==> config.mk <==
export PLATFORM = sky130hd
export DESIGN_NAME = dbg_bit_host
export DESIGN_NICKNAME = d
export VERILOG_FILES = /design/src/rtl/dbg_bit_pkg.sv /design/src/rtl/dbg_lvl_sync.sv /design/src/rtl/dbg_slot_timer.sv /design/src/rtl/dbg_drive_shaper.sv /design/src/rtl/dbg_bit_host.sv
export SDC_FILE = /design/constraint.sdc
export NUM_CORES = 1
export LEC_CHECK = 0
export BUFFER_PORTS_ARGS = -buffer_cell sky130_fd_sc_hd__buf_2
export CAP_MARGIN = 25
export CORE_MARGIN = 1
export CORE_UTILIZATION = 30
export DETAILED_ROUTE_END_ITERATION = 8
export GPL_TIMING_DRIVEN = 1
export REMOVE_ABC_BUFFERS = 1
export SLEW_MARGIN = 25
export SYNTH_ARGS = -nofsm -noshare
export SYNTH_HDL_FRONTEND = slang
export SYNTH_SLANG_ARGS = --single-unit
==> constraint.sdc <==
create_clock -name clk_i -period 2 [get_ports clk_i]
set_input_delay 0.1 -clock clk_i [delete_from_list [all_inputs] [get_ports clk_i]]
set_output_delay 0.1 -clock clk_i [all_outputs]
set_load 0.01 [all_outputs]
==> src/rtl/dbg_bit_pkg.sv <==
package dbg_bit_pkg;
  typedef enum logic [1:0] {
    DRV_REL  = 2'd0,
    DRV_LOW  = 2'd1,
    DRV_HIGH = 2'd2
  } drv_e;
endpackage

==> src/rtl/dbg_lvl_sync.sv <==
module dbg_lvl_sync #(
  parameter int STAGES = 2
) (
  input  logic clk_i,
  input  logic rst_i,
  input  logic d_i,
  output logic q_o
);
  logic [STAGES-1:0] chain_q;

  always_ff @(posedge clk_i) begin
    if (rst_i) chain_q <= '1;
    else       chain_q <= {chain_q[STAGES-2:0], d_i};
  end

  assign q_o = chain_q[STAGES-1];
endmodule

==> src/rtl/dbg_slot_timer.sv <==
module dbg_slot_timer #(
  parameter int SLOT_CYC = 16,
  localparam int CW = $clog2(SLOT_CYC)
) (
  input  logic          clk_i,
  input  logic          rst_i,
  input  logic          start_i,
  output logic          accept_o,
  output logic          busy_o,
  output logic          last_o,
  output logic [CW-1:0] cnt_o,
  output logic          done_o
);
  localparam logic [CW-1:0] LAST = CW'(SLOT_CYC - 1);

  assign accept_o = start_i && !busy_o;
  assign last_o   = busy_o && (cnt_o == LAST);

  always_ff @(posedge clk_i) begin
    if (rst_i) begin
      busy_o <= 1'b0;
      cnt_o  <= '0;
      done_o <= 1'b0;
    end else begin
      done_o <= 1'b0;
      if (accept_o) begin
        busy_o <= 1'b1;
        cnt_o  <= '0;
      end else if (last_o) begin
        busy_o <= 1'b0;
        done_o <= 1'b1;
      end else if (busy_o) begin
        cnt_o  <= cnt_o + CW'(1);
      end
    end
  end
endmodule

==> src/rtl/dbg_drive_shaper.sv <==
module dbg_drive_shaper
  import dbg_bit_pkg::*;
#(
  parameter int SLOT_CYC = 16,
  parameter int RD_LOW   = 2,
  parameter int W0_LOW   = 13,
  parameter int W1_LOW   = 4,
  localparam int CW = $clog2(SLOT_CYC)
) (
  input  logic          clk_i,
  input  logic          rst_i,
  input  logic          accept_i,
  input  logic          busy_i,
  input  logic          last_i,
  input  logic [CW-1:0] cnt_i,
  input  logic          wr_i,
  input  logic          tx_bit_i,
  output logic          wr_q_o,
  output logic          bit_q_o,
  output logic          pin_o,
  output logic          pin_oe_o
);
  function automatic drv_e drive_at(input logic wr, input logic b, input logic [CW-1:0] k);
    logic [CW-1:0] len;
    if (!wr) return (k < CW'(RD_LOW)) ? DRV_LOW : DRV_REL;
    len = b ? CW'(W1_LOW) : CW'(W0_LOW);
    if (k < len)  return DRV_LOW;
    if (k == len) return DRV_HIGH;
    return DRV_REL;
  endfunction

  drv_e nxt;

  always_comb begin
    nxt = DRV_REL;
    if (accept_i)                nxt = drive_at(wr_i, tx_bit_i, '0);
    else if (busy_i && !last_i)  nxt = drive_at(wr_q_o, bit_q_o, cnt_i + CW'(1));
  end

  always_ff @(posedge clk_i) begin
    if (rst_i) begin
      wr_q_o   <= 1'b0;
      bit_q_o  <= 1'b0;
      pin_o    <= 1'b0;
      pin_oe_o <= 1'b0;
    end else begin
      if (accept_i) begin
        wr_q_o  <= wr_i;
        bit_q_o <= tx_bit_i;
      end
      pin_oe_o <= (nxt != DRV_REL);
      pin_o    <= (nxt == DRV_HIGH);
    end
  end
endmodule

==> src/rtl/dbg_bit_host.sv <==
module dbg_bit_host #(
  parameter int SLOT_CYC    = 16,
  parameter int RD_LOW      = 2,
  parameter int W0_LOW      = 13,
  parameter int W1_LOW      = 4,
  parameter int SAMPLE_AT   = 10,
  parameter int SYNC_STAGES = 2
) (
  input  logic clk_i,
  input  logic rst_i,
  input  logic start_i,
  input  logic wr_i,
  input  logic tx_bit_i,
  input  logic pin_i,
  output logic pin_o,
  output logic pin_oe_o,
  output logic busy_o,
  output logic done_o,
  output logic rx_bit_o
);
  localparam int CW = $clog2(SLOT_CYC);
  localparam logic [CW-1:0] CAPTURE_CNT = CW'(SAMPLE_AT + SYNC_STAGES);

  logic          accept;
  logic          last;
  logic [CW-1:0] cnt;
  logic          wr_q;
  logic          bit_q;
  logic          pin_sync;

  dbg_slot_timer #(.SLOT_CYC(SLOT_CYC)) timer_i (
    .clk_i(clk_i), .rst_i(rst_i), .start_i(start_i),
    .accept_o(accept), .busy_o(busy_o), .last_o(last),
    .cnt_o(cnt), .done_o(done_o)
  );

  dbg_drive_shaper #(
    .SLOT_CYC(SLOT_CYC), .RD_LOW(RD_LOW), .W0_LOW(W0_LOW), .W1_LOW(W1_LOW)
  ) shaper_i (
    .clk_i(clk_i), .rst_i(rst_i), .accept_i(accept), .busy_i(busy_o),
    .last_i(last), .cnt_i(cnt), .wr_i(wr_i), .tx_bit_i(tx_bit_i),
    .wr_q_o(wr_q), .bit_q_o(bit_q), .pin_o(pin_o), .pin_oe_o(pin_oe_o)
  );

  dbg_lvl_sync #(.STAGES(SYNC_STAGES)) sync_i (
    .clk_i(clk_i), .rst_i(rst_i), .d_i(pin_i), .q_o(pin_sync)
  );

  always_ff @(posedge clk_i) begin
    if (rst_i)                            rx_bit_o <= 1'b0;
    else if (busy_o && cnt == CAPTURE_CNT) rx_bit_o <= pin_sync;
  end
endmodule

Word-level counts from Yosys, hierarchy flattened --
Cells that the tools add are included.
Word-level totals: flip-flop bits (word level) 13, bits of input ports 6, output and inout port bits 5
Operators by class: muxes and demuxes 41, bitwise gates (word level) 1, $add $sub $neg 1, reductions and logical operators 11, order comparisons 3, equal/unequal tests 4
Operator list (count):
- 2-bit two-way mux | 14
- 1-bit two-way mux | 25
- 4-bit == test, second input constant | 2
- 4-bit two-way mux | 2
- 4-bit by 1-bit adder with 4-bit output, second input constant | 1
- 4-bit == test | 1
- 1-bit logical AND | 4
- 4-bit zero test | 1
- 1-bit by 4-bit < comparator with 1-bit output, first input constant | 1
- 4-bit by 2-bit < comparator with 1-bit output, second input constant | 1
- 4-bit < comparator | 1
- 2-bit nonzero test | 2
- 2-bit == test, second input constant | 1
- 1-bit zero test | 2
- 2-bit AND reduction | 1
- 2-bit OR reduction | 1
- 1-bit inverter | 1

Logic depth before layout (Yosys ltp) --
Gate-level depths: netlist of the first run.
depth in word-level cells 19, mapped depth 9

Cells and area by module --
A second synthesis of the first run with hierarchy kept.
Second synthesis, totals: cells, all modules 73, area total of the unflattened synthesis 694.4 um^2
Modules (own cells, without submodules):
- dbg_drive_shaper | cells each 34, area each 290.3 um^2, times used 1, sequential area each 80.1 um^2
- dbg_slot_timer | cells each 29, area each 276.5 um^2, times used 1, sequential area each 120.1 um^2
- dbg_bit_host | cells each 6, area each 75.1 um^2, times used 1, sequential area each 20.0 um^2
- dbg_lvl_sync | cells each 4, area each 52.6 um^2, times used 1, sequential area each 40.0 um^2

Worst setup path after synthesis of the first run --
Ideal clock, no wire load.
path kind reg2reg, start register timer_i.cnt_o[2], end register shaper_i.pin_oe_o, clock period less this slack 1.564 ns, arrival 1.479 ns, cell stages (with the launch flop) 9, path buffers 1, required time 1.916 ns, setup slack 0.436 ns, cells stage by stage dfxtp_1 buf_6 nand3_1 xor2_1 inv_1 ha_1 a311oi_1 a21oi_1 o31ai_2
On the way: word-level cells in the longest chain between the ends 13, elaborated cells on any way between the ends 27, those cells by class add/sub: 1; order compare: 2; eq/ne: 2; mux: 18; reduce/logical: 4
Ends and longest elaborated chain:
- from (decl) | line dbg_slot_timer.sv:11 | output logic [CW-1:0] cnt_o,
- from (signal assigned) | line dbg_slot_timer.sv:33 | cnt_o <= cnt_o + CW'(1);
- branches (longest 10 deep; another with 4-bit by 1-bit adder with 4-bit output)
- 2-bit two-way mux * | line dbg_drive_shaper.sv:37 | else if (busy_i && !last_i) nxt = drive_at(wr_q_o, bit_q_o, cnt_i + CW'(1));
- 2-bit two-way mux * | line dbg_drive_shaper.sv:36 | if (accept_i) nxt = drive_at(wr_i, tx_bit_i, '0);
- 2-bit nonzero test * | line dbg_drive_shaper.sv:51 | pin_oe_o <= (nxt != DRV_REL);
- to (signal assigned) | line dbg_drive_shaper.sv:51
- to (decl) | line dbg_drive_shaper.sv:21 | output logic pin_oe_o
Mark *: on every way between the ends. The select of a mux whose other input is x is not followed. A chain may end at the register's enable or synchronous reset.

Worst setup path in the final report of the first run --
Same ends and word-level chain as after synthesis.

==> out/summary.txt, run 1 <==
Hold Path Class = in2reg
Max clock buf depth = 2
Tmin final = 1.72 ns
CTS tree = yes
CP Launch Type = flip-flop
Max_cap viols = 0
Ports = 11
Final HPWL DP = 806 um
Wire length per cell = 10.1 um
Tightest Pin Transition = 0.323 ns
Starting DRC count in detailed routing = 11
Final Setup Violations = 0
Via density per instance = 4.64
Vias in the first global route = 376
RSZ-0062 raised after global routing = false
Clock skew = 0.000582 ns
Reg2reg setup slack = 0.28 ns
Initial Utilization = 31.7%
Top cells by area, synth = dfxtp_1 (42%), ha_1 (8.0%), a21oi_1 (4.8%)
Die X = 47.5 um
Inserted Diodes = 0
Placed cells = 102
Final number of hold-violating endpoints = 0
Crit. End Element = flip-flop
Count of yosys warnings during synthesis = 0
First-pass GRT wire length = 1660 um
P per Cell Area = 699 nW/um2
ANT nets after route = 0
Share of cells above drive strength 1 = 26.3%
Status = complete, no violations
Part of the Yosys area used for sequential elements = 41.9%
FF+latch count, synth = 13
Most frequent cells in the layout = dfxtp_1 (12), buf_2 (10), inv_1 (6), a21oi_1 (6)
Largest area contributor in the netlist = dfxtp_1
CTS sink cnt = 13
Die area = 2260 um2
Relative slew margins = 78.4%
Critical path class = reg2reg
Final TNS setup = 0 ns
Port buffer count = 10
DR pass1 iterations = 3
Clock-pin slew on the worst setup and hold paths = 0.08 ns
Peak VDD IR = 0.391 mV
Routed WL = 1080 um
Non-Filler Instances = 107
Clock buffer count from CTS = 3
CORE AREA = 1960 um2
Fmax achieved = 582 MHz
Synth top area share = 41.9%
Critical path required time = 2.20 ns
Initial antenna violation count = 0
Slew Limit Fails = 0
Nets@finish = 91
Clk root buf = clkbuf_4
Synthesized area per cell = 9.14 um2
Clk_lat worst skew = 0.27 ns
Period utilization = 85.9%
Most common cell after layout, fill and taps aside = dfxtp_1
Post-CTS Setup Bufs = 0
DR DRC count = 0
CP arrival = 1.91 ns
Largest fanout on the critical path = 8
Synth-to-Final Area Change = 15.9%
Lkg Pwr = 0.322 nW
Vias = 497
GRT Total Usage = 10.8%
Die height = 47.5 um
Placement Rows = 16
Largest net degree at the start of global routing = 15
CTS H-tree depth = 1
GPL Wtd Cong = 0.810
Post-Syn Area = 622 um2
Post-synth cell types = 26
Gr ovfl total = 0
Post-Syn Instances = 68
area by class of cell:
type | instances | area [um2]
timing repair buffer | 11 | 60.1
fill | 225 | 1240
tap | 27 | 33.8
multi-input combinational | 46 | 315
sequential | 13 | 262
clock inverter | 1 | 5.00
clock buffer | 3 | 22.5
inverter | 6 | 22.5
sequential cells by signal, summed over array words and instances, names as in the netlist:
signal and flops:
timer_i.done_o 1, sync_i.chain_q 2, timer_i.cnt_o 4, shaper_i.wr_q_o 1, shaper_i.pin_o 1, rx_bit_o 1
shaper_i.bit_q_o 1, timer_i.busy_o 1, shaper_i.pin_oe_o 1
synthesized netlist by cell type:
cell type / count
a21oi_1: 6
a311oi_1: 2
a31oi_1: 1
and3_2: 1
and4b_2: 1
buf_2: 1
buf_4: 1
buf_6: 1
dfxtp_1: 13
ha_1: 4
inv_1: 6
mux2i_1: 2
nand2_1: 5
nand2b_1: 2
nand3_1: 2
nand4_1: 2
nand4b_1: 1
nor2_1: 5
nor2b_1: 1
nor3_1: 4
nor4_1: 1
o31ai_2: 1
or2_2: 2
xnor2_1: 1
xor2_1: 1
xor2_2: 1
layer usage:
layer / routed length, um / track usage, % / part of all wire [%]
met3: 74 / 5.66 / 6.9
met1: 523 / 15.0 / 49
met4: 0 / 1.67 / 0
met5: 0 / 0 / 0
met2: 480 / 15.1 / 45
repair_timing:
action	CTS	global route
hold buffers	1	0
endpoints found under the hold margin	1	0
endpoints found under the setup margin	0	1
gates resized for setup	0	1
logic make-up after synthesis:
| family | count (synthesis) | synth area share, % |
|---|---|---|
| compound gates | 10 | 10.7 |
| flops | 13 | 41.9 |
| simple gates | 27 | 23.3 |
| buf+inv | 9 | 7.44 |
| xor+xnor | 3 | 5.43 |
| fa+ha+maj | 4 | 8.05 |
| mux | 2 | 3.22 |
report_power, final:
group	total, mW	internal (mW)	switching, mW
logic	0.0634	0.0292	0.0342
clock network	0.159	0.0741	0.0849
registers	0.282	0.270	0.0117
total	0.504	0.373	0.131
path summary, 6_finish.rpt:
check                          from           endpoint  depth (start not counted)
hold / removal                 wr_i    shaper_i.wr_q_o                          3
setup / recovery   timer_i.cnt_o[2]  shaper_i.pin_oe_o                          7
hold reg to reg   sync_i.chain_q[0]  sync_i.chain_q[1]                          1
setup reg to reg   timer_i.cnt_o[2]  shaper_i.pin_oe_o                          7
metrics by stage:
stage               cell area, um2  power [mW]  hold slack [ns]  util [%]  setup WS, ns
global route                   721       0.536           0.0538      36.7        0.0943
detailed placement             682       0.350            0.287      34.8         0.196
finish                         721       0.504           0.0603      36.7         0.283
CTS                            719       0.511           0.0539      36.7         0.168
global placement               682       0.348            0.284      34.8         0.298
floorplan                      598       0.327            0.169         -         0.380
worst max-delay path: stages, from the launching register on:
cell,delay (ns)
dfxtp_2,0.42
nand3_1,0.11
xor2_1,0.25
inv_1,0.08
ha_1,0.31
a311oi_1,0.22
a21oi_1,0.08
o31ai_2,0.17
(Power assumes the default switching activity.)
==> run 2, diff against run 1 <==
--- a/config.mk
+++ b/config.mk
@@ -8,7 +8,7 @@
 export BUFFER_PORTS_ARGS = -buffer_cell sky130_fd_sc_hd__buf_2
 export CAP_MARGIN = 25
 export CORE_MARGIN = 1
-export CORE_UTILIZATION = 30
+export CORE_UTILIZATION = 40
 export DETAILED_ROUTE_END_ITERATION = 8
 export GPL_TIMING_DRIVEN = 1
 export REMOVE_ABC_BUFFERS = 1
==> out/summary.txt, run 2 (synthesis results as in run 1) <==
Total Power = 0.504 mW
Gr ovfl total = 0
Clk_lat worst skew = 0.28 ns
Slew Limit Fails = 0
Status = complete, no violations
Hold Path Cell Cnt = 3
Most common cell after layout, fill and taps aside = dfxtp_1
Inserted Diodes = 0
Ports = 11
Internal Power = 0.373 mW
Routed WL = 1080 um
CTS tree = yes
Reg-to-reg endpoint = shaper_i.pin_oe_o
CP Launch Type = flip-flop
Largest fanout on the critical path = 8
Clock skew = 0.00819 ns
CTS H-tree depth = 1
WHS Endpoint = shaper_i.wr_q_o
CP arrival = 1.96 ns
Most Crowded Layer GR = met2
Share of cells above drive strength 1 = 25.0%
First-pass GRT wire length = 1870 um
Vias = 484
Synth-to-Final Area Change = 13.3%
Initial antenna violation count = 0
Final hold slack = 0.0528 ns
Tightest Pin Transition = 0.358 ns
Most frequent cells in the layout = dfxtp_1 (13), buf_2 (10), inv_1 (6), a21oi_1 (6)
Port buffer count = 10
Relative slew margins = 76.1%
GPL Wtd Cong = 0.685
DR pass1 iterations = 2
Biggest register = timer_i.cnt_o
CTS resizes = 0
Regs by FF count = timer_i.cnt_o: 4 flops, sync_i.chain_q: 2 flops
Largest net degree at the start of global routing = 15
Switching pwr = 0.131 mW
Period utilization = 88.6%
Fillers = 135
Nets@finish = 91
GRT Total Usage = 14.2%
GR Layer Usage met2 = 21.3%
Clock power share = 31.6%
Register area = 260 um2
Max_cap viols = 0
Max clock buf depth = 2
Die area = 1720 um2
Clk root buf = clkbuf_4
Comb power frac = 12.5%
P per Cell Area = 716 nW/um2
Max FFs per register = 4
Area of the multi-input gates = 315 um2
Clock-pin slew on the worst setup and hold paths = 0.08 ns
DR DRC count = 0
Lkg Pwr = 0.321 nW
Peak VDD IR = 0.551 mV
Die height = 41.4 um
Tmin final = 1.77 ns
Initial Utilization = 45.5%
Hold Path Class = in2reg
Starting DRC count in detailed routing = 9
Met3 Usage GRT = 7.83%
CP startpoint = timer_i.cnt_o[2]
GR Util met1 = 18.3%
HP Start = wr_i
CTS sink cnt = 13
Final TNS setup = 0 ns
CORE AREA = 1370 um2
Reg-to-reg critical path startpoint = timer_i.cnt_o[2]
R2R depth = 7
Clock buffer count from CTS = 3
Critical path required time = 2.19 ns
Critical path class = reg2reg
Via density per instance = 5.09
Final Setup Violations = 0
Vias in the first global route = 444
Switching share of power = 25.9%
Wire length per cell = 11.3 um
Final HPWL DP = 803 um
RSZ-0062 raised after global routing = false
Fmax achieved = 564 MHz
Seq pwr share = 56.0%
Die X = 41.4 um
ANT nets after route = 0
Reg2reg setup slack = 0.23 ns
Crit. End Element = flip-flop
Final number of hold-violating endpoints = 0
Placement Rows = 13
## run 2: worst max-delay path by stage
stage                              to  cells past startpoint  slack (ns)
floorplan           shaper_i.pin_oe_o                      7        0.38
global placement    shaper_i.pin_oe_o                      7        0.30
detailed placement  shaper_i.pin_oe_o                      7        0.24
CTS                 shaper_i.pin_oe_o                      7        0.22
global route        shaper_i.pin_oe_o                      7       0.001
finish              shaper_i.pin_oe_o                      7        0.23
## run 2: metrics by stage
stage	instance area (um2)	utilization (%)	setup WS, ns	std cells
5_1_grt	704	51.6	0.00113	95
6_report	704	51.6	0.227	95
3_5_place_dp	667	48.8	0.236	90
4_1_cts	704	51.6	0.217	95
3_3_place_gp	667	48.8	0.296	90
2_1_floorplan	598	-	0.380	65
## run 2: repair_timing
| item | in CTS | in global routing |
|---|---|---|
| hold buffers | 1 | 0 |
| hold endpoints to repair | 1 | 0 |
| buffers inserted | 0 | 0 |
## run 2: power by group through the flow
stage / clock (mW) / combinational [mW] / sequential, mW
2_1_floorplan: 0 / 0.0399 / 0.287
3_3_place_gp: 0 / 0.0606 / 0.288
3_5_place_dp: 0 / 0.0621 / 0.288
4_1_cts: 0.164 / 0.0636 / 0.282
5_1_grt: 0.177 / 0.0703 / 0.284
6_report: 0.159 / 0.0629 / 0.282
## run 2: final cells by class
class / instances / area share (%)
clock buffer: 3 / 3.20
inverter: 6 / 3.20
sequential: 13 / 36.9
clock inverter: 1 / 0.710
multi-input combinational: 46 / 44.8
tap: 15 / 2.66
timing repair buffer: 11 / 8.53
## run 2: metal layers
metal  wire (um)  vias up
met4           0        0
met2         470       12
met3          63        0
li1            -      258
met5           0        -
met1         541      214
## run 2: critical path: stages (launching register included)
cell,delay [ns]
dfxtp_1,0.49
nand3_1,0.13
xor2_1,0.24
inv_1,0.08
ha_1,0.30
a311oi_1,0.21
a21oi_1,0.07
o31ai_2,0.17
==> run 3, diff against run 2 <==
--- a/config.mk
+++ b/config.mk
@@ -5,12 +5,14 @@
 export SDC_FILE = /design/constraint.sdc
 export NUM_CORES = 1
 export LEC_CHECK = 0
+export ABC_AREA = 1
 export BUFFER_PORTS_ARGS = -buffer_cell sky130_fd_sc_hd__buf_2
 export CAP_MARGIN = 25
 export CORE_MARGIN = 1
 export CORE_UTILIZATION = 40
 export DETAILED_ROUTE_END_ITERATION = 8
 export GPL_TIMING_DRIVEN = 1
+export MAX_ROUTING_LAYER = met4
 export REMOVE_ABC_BUFFERS = 1
 export SLEW_MARGIN = 25
 export SYNTH_ARGS = -nofsm -noshare
==> out/summary.txt, run 3 <==
Status = complete, no violations
Routed WL = 1150 um
Most Crowded Layer GR = met2
Inserted Diodes = 0
CTS sink cnt = 13
Final Setup Violations = 0
Synthesized area per cell = 7.74 um2
Peak VDD IR = 0.382 mV
Wire length per cell = 10.4 um
ANT nets after route = 0
Most frequent cells in the layout = nand2_1 (16), dfxtp_1 (13), inv_1 (11)
GR Layer Usage met2 = 23.4%
CTS H-tree depth = 1
Regs by FF count = timer_i.cnt_o: 4 flops, sync_i.chain_q: 2 flops
Share of cells above drive strength 1 = 28.4%
Die height = 41.4 um
Largest area contributor in the netlist = dfxtp_1
Final number of hold-violating endpoints = 0
Die X = 41.4 um
Vias = 534
Main synth FF type = dfxtp_1
DR DRC count = 0
Clock buffer count from CTS = 3
CORE AREA = 1370 um2
Final hold slack = 0.0780 ns
Gr ovfl total = 0
Clk_lat worst skew = 0.27 ns
Lkg Pwr = 0.337 nW
Fmax achieved = 685 MHz
CP Launch Type = flip-flop
Relative slew margins = 82.8%
Placement Rows = 13
Largest net degree at the start of global routing = 8
Largest fanout on the critical path = 7
Via density per instance = 4.85
Critical path required time = 2.18 ns
GRT Total Usage = 17.4%
Synth top area share = 42.0%
Post-Syn Area = 619 um2
CP arrival = 1.64 ns
Max_cap viols = 0
Post-synth cell types = 20
Synth-to-Final Area Change = 17.0%
Critical path class = reg2reg
Count of yosys warnings during synthesis = 0
Most frequent cells after synthesis = nand2_1 (16), dfxtp_1 (13), inv_1 (11)
FF+latch count, synth = 13
Final TNS setup = 0 ns
CTS tree = yes
Max FFs per register = 4
Port buffer count = 10
Post-Syn Instances = 80
Max clock buf depth = 2
Slew Limit Fails = 0
Starting DRC count in detailed routing = 8
Die area = 1710 um2
RSZ-0062 raised after global routing = false
GPL Wtd Cong = 0.845
Initial Utilization = 45.3%
Biggest register = timer_i.cnt_o
Async SR Flop Fraction = 0%
Most common cell after layout, fill and taps aside = nand2_1
Clock-pin slew on the worst setup and hold paths = 0.07 ns
Initial antenna violation count = 0
Clk root buf = clkbuf_4
DR pass1 iterations = 4
P per Cell Area = 714 nW/um2
Nets@finish = 106
Final HPWL DP = 903 um
Tightest Pin Transition = 0.257 ns
Clock skew = 0.000847 ns
Vias in the first global route = 430
Period utilization = 73.0%
Crit. End Element = flip-flop
Total Power = 0.517 mW
First-pass GRT wire length = 1820 um
Met3 Usage GRT = 9.57%
Most common cell in the synthesized netlist = nand2_1
Tmin final = 1.46 ns
Reg2reg setup slack = 0.54 ns
Hold Path Class = in2reg
Top cells by area, synth = dfxtp_1 (42%), nand2_1 (9.7%), ha_1 (8.1%)
Ports = 11
Post-synth EDFFs = 0
CTS resizes = 0
GR Util met1 = 22.7%
Part of the Yosys area used for sequential elements = 42.0%
[run 3: changes by cell type after synthesis, sizes merged, moves of 3 or more]
cell / delta
buf: -3
o21ai: +3
nand2: +15
inv: +9
nand3: +4
[run 3: worst paths after layout]
kind | endpoint | startpoint | cells past startpoint
worst min register to register | sync_i.chain_q[1] | sync_i.chain_q[0] | 1
worst max register to register | shaper_i.pin_oe_o | timer_i.cnt_o[2] | 9
worst min-delay path | shaper_i.wr_q_o | wr_i | 3
worst max-delay path | shaper_i.pin_oe_o | timer_i.cnt_o[2] | 9
[run 3: cell type report]
cell class / instances / area [um2]
Tap cell: 15 / 18.8
Inverter: 15 / 56.3
Fill cell: 146 / 642
Timing Repair Buffer: 11 / 60.1
Sequential cell: 13 / 260
Clock buffer: 4 / 26.3
Multi-Input combinational cell: 52 / 303
[run 3: routing by layer]
| layer | routed length [um] | vias up |
|---|---|---|
| li1 | - | 288 |
| met1 | 620 | 230 |
| met2 | 447 | 12 |
| met3 | 58 | 4 |
| met4 | 19 | 0 |
| met5 | 0 | - |
[run 3: kinds of logic (layout without fill, tap and decap cells)]
kind of cell             after synthesis  in the layout  share of synthesized area [%]
AO/OA/AOI/OAI                         11             11                           10.3
adder cells (fa/ha/maj)                4              4                           8.08
buffers and inverters                 15             30                           9.09
flip-flops                            13             13                           42.0
AND/OR/NAND/NOR                       37             37                           30.5
[run 3: timing repair]
| action | in CTS | in global routing |
|---|---|---|
| hold buffers | 1 | 0 |
| hold endpoints to repair | 1 | 0 |
| buffers inserted | 0 | 0 |
[run 3: critical path: stages, from the launching register on]
cell	delay, ns
dfxtp_1	0.46
nand3_1	0.12
nand2_1	0.10
nand2_2	0.07
ha_1	0.29
nand3_1	0.10
nand3_1	0.08
nand2_1	0.05
nand2_1	0.05
nand2_1	0.04
[run 3: report_power, final]
part           total [mW]  internal (mW)  switching [mW]
sequential          0.282          0.271          0.0108
combinational      0.0762         0.0310          0.0452
clock               0.159         0.0774          0.0817
total               0.517          0.379           0.138
[run 3: metrics by stage]
| step | cells | worst slack, ns | utilization (%) | cell area [um2] |
|---|---|---|---|---|
| after detailed placement | 105 | 0.566 | 50.4 | 688 |
| after global routing | 110 | 0.441 | 53.0 | 724 |
| after floorplan | 80 | 0.699 | - | 619 |
| after CTS | 110 | 0.554 | 53.0 | 724 |
| final | 110 | 0.539 | 53.0 | 724 |
| after global placement | 105 | 0.594 | 50.4 | 688 |
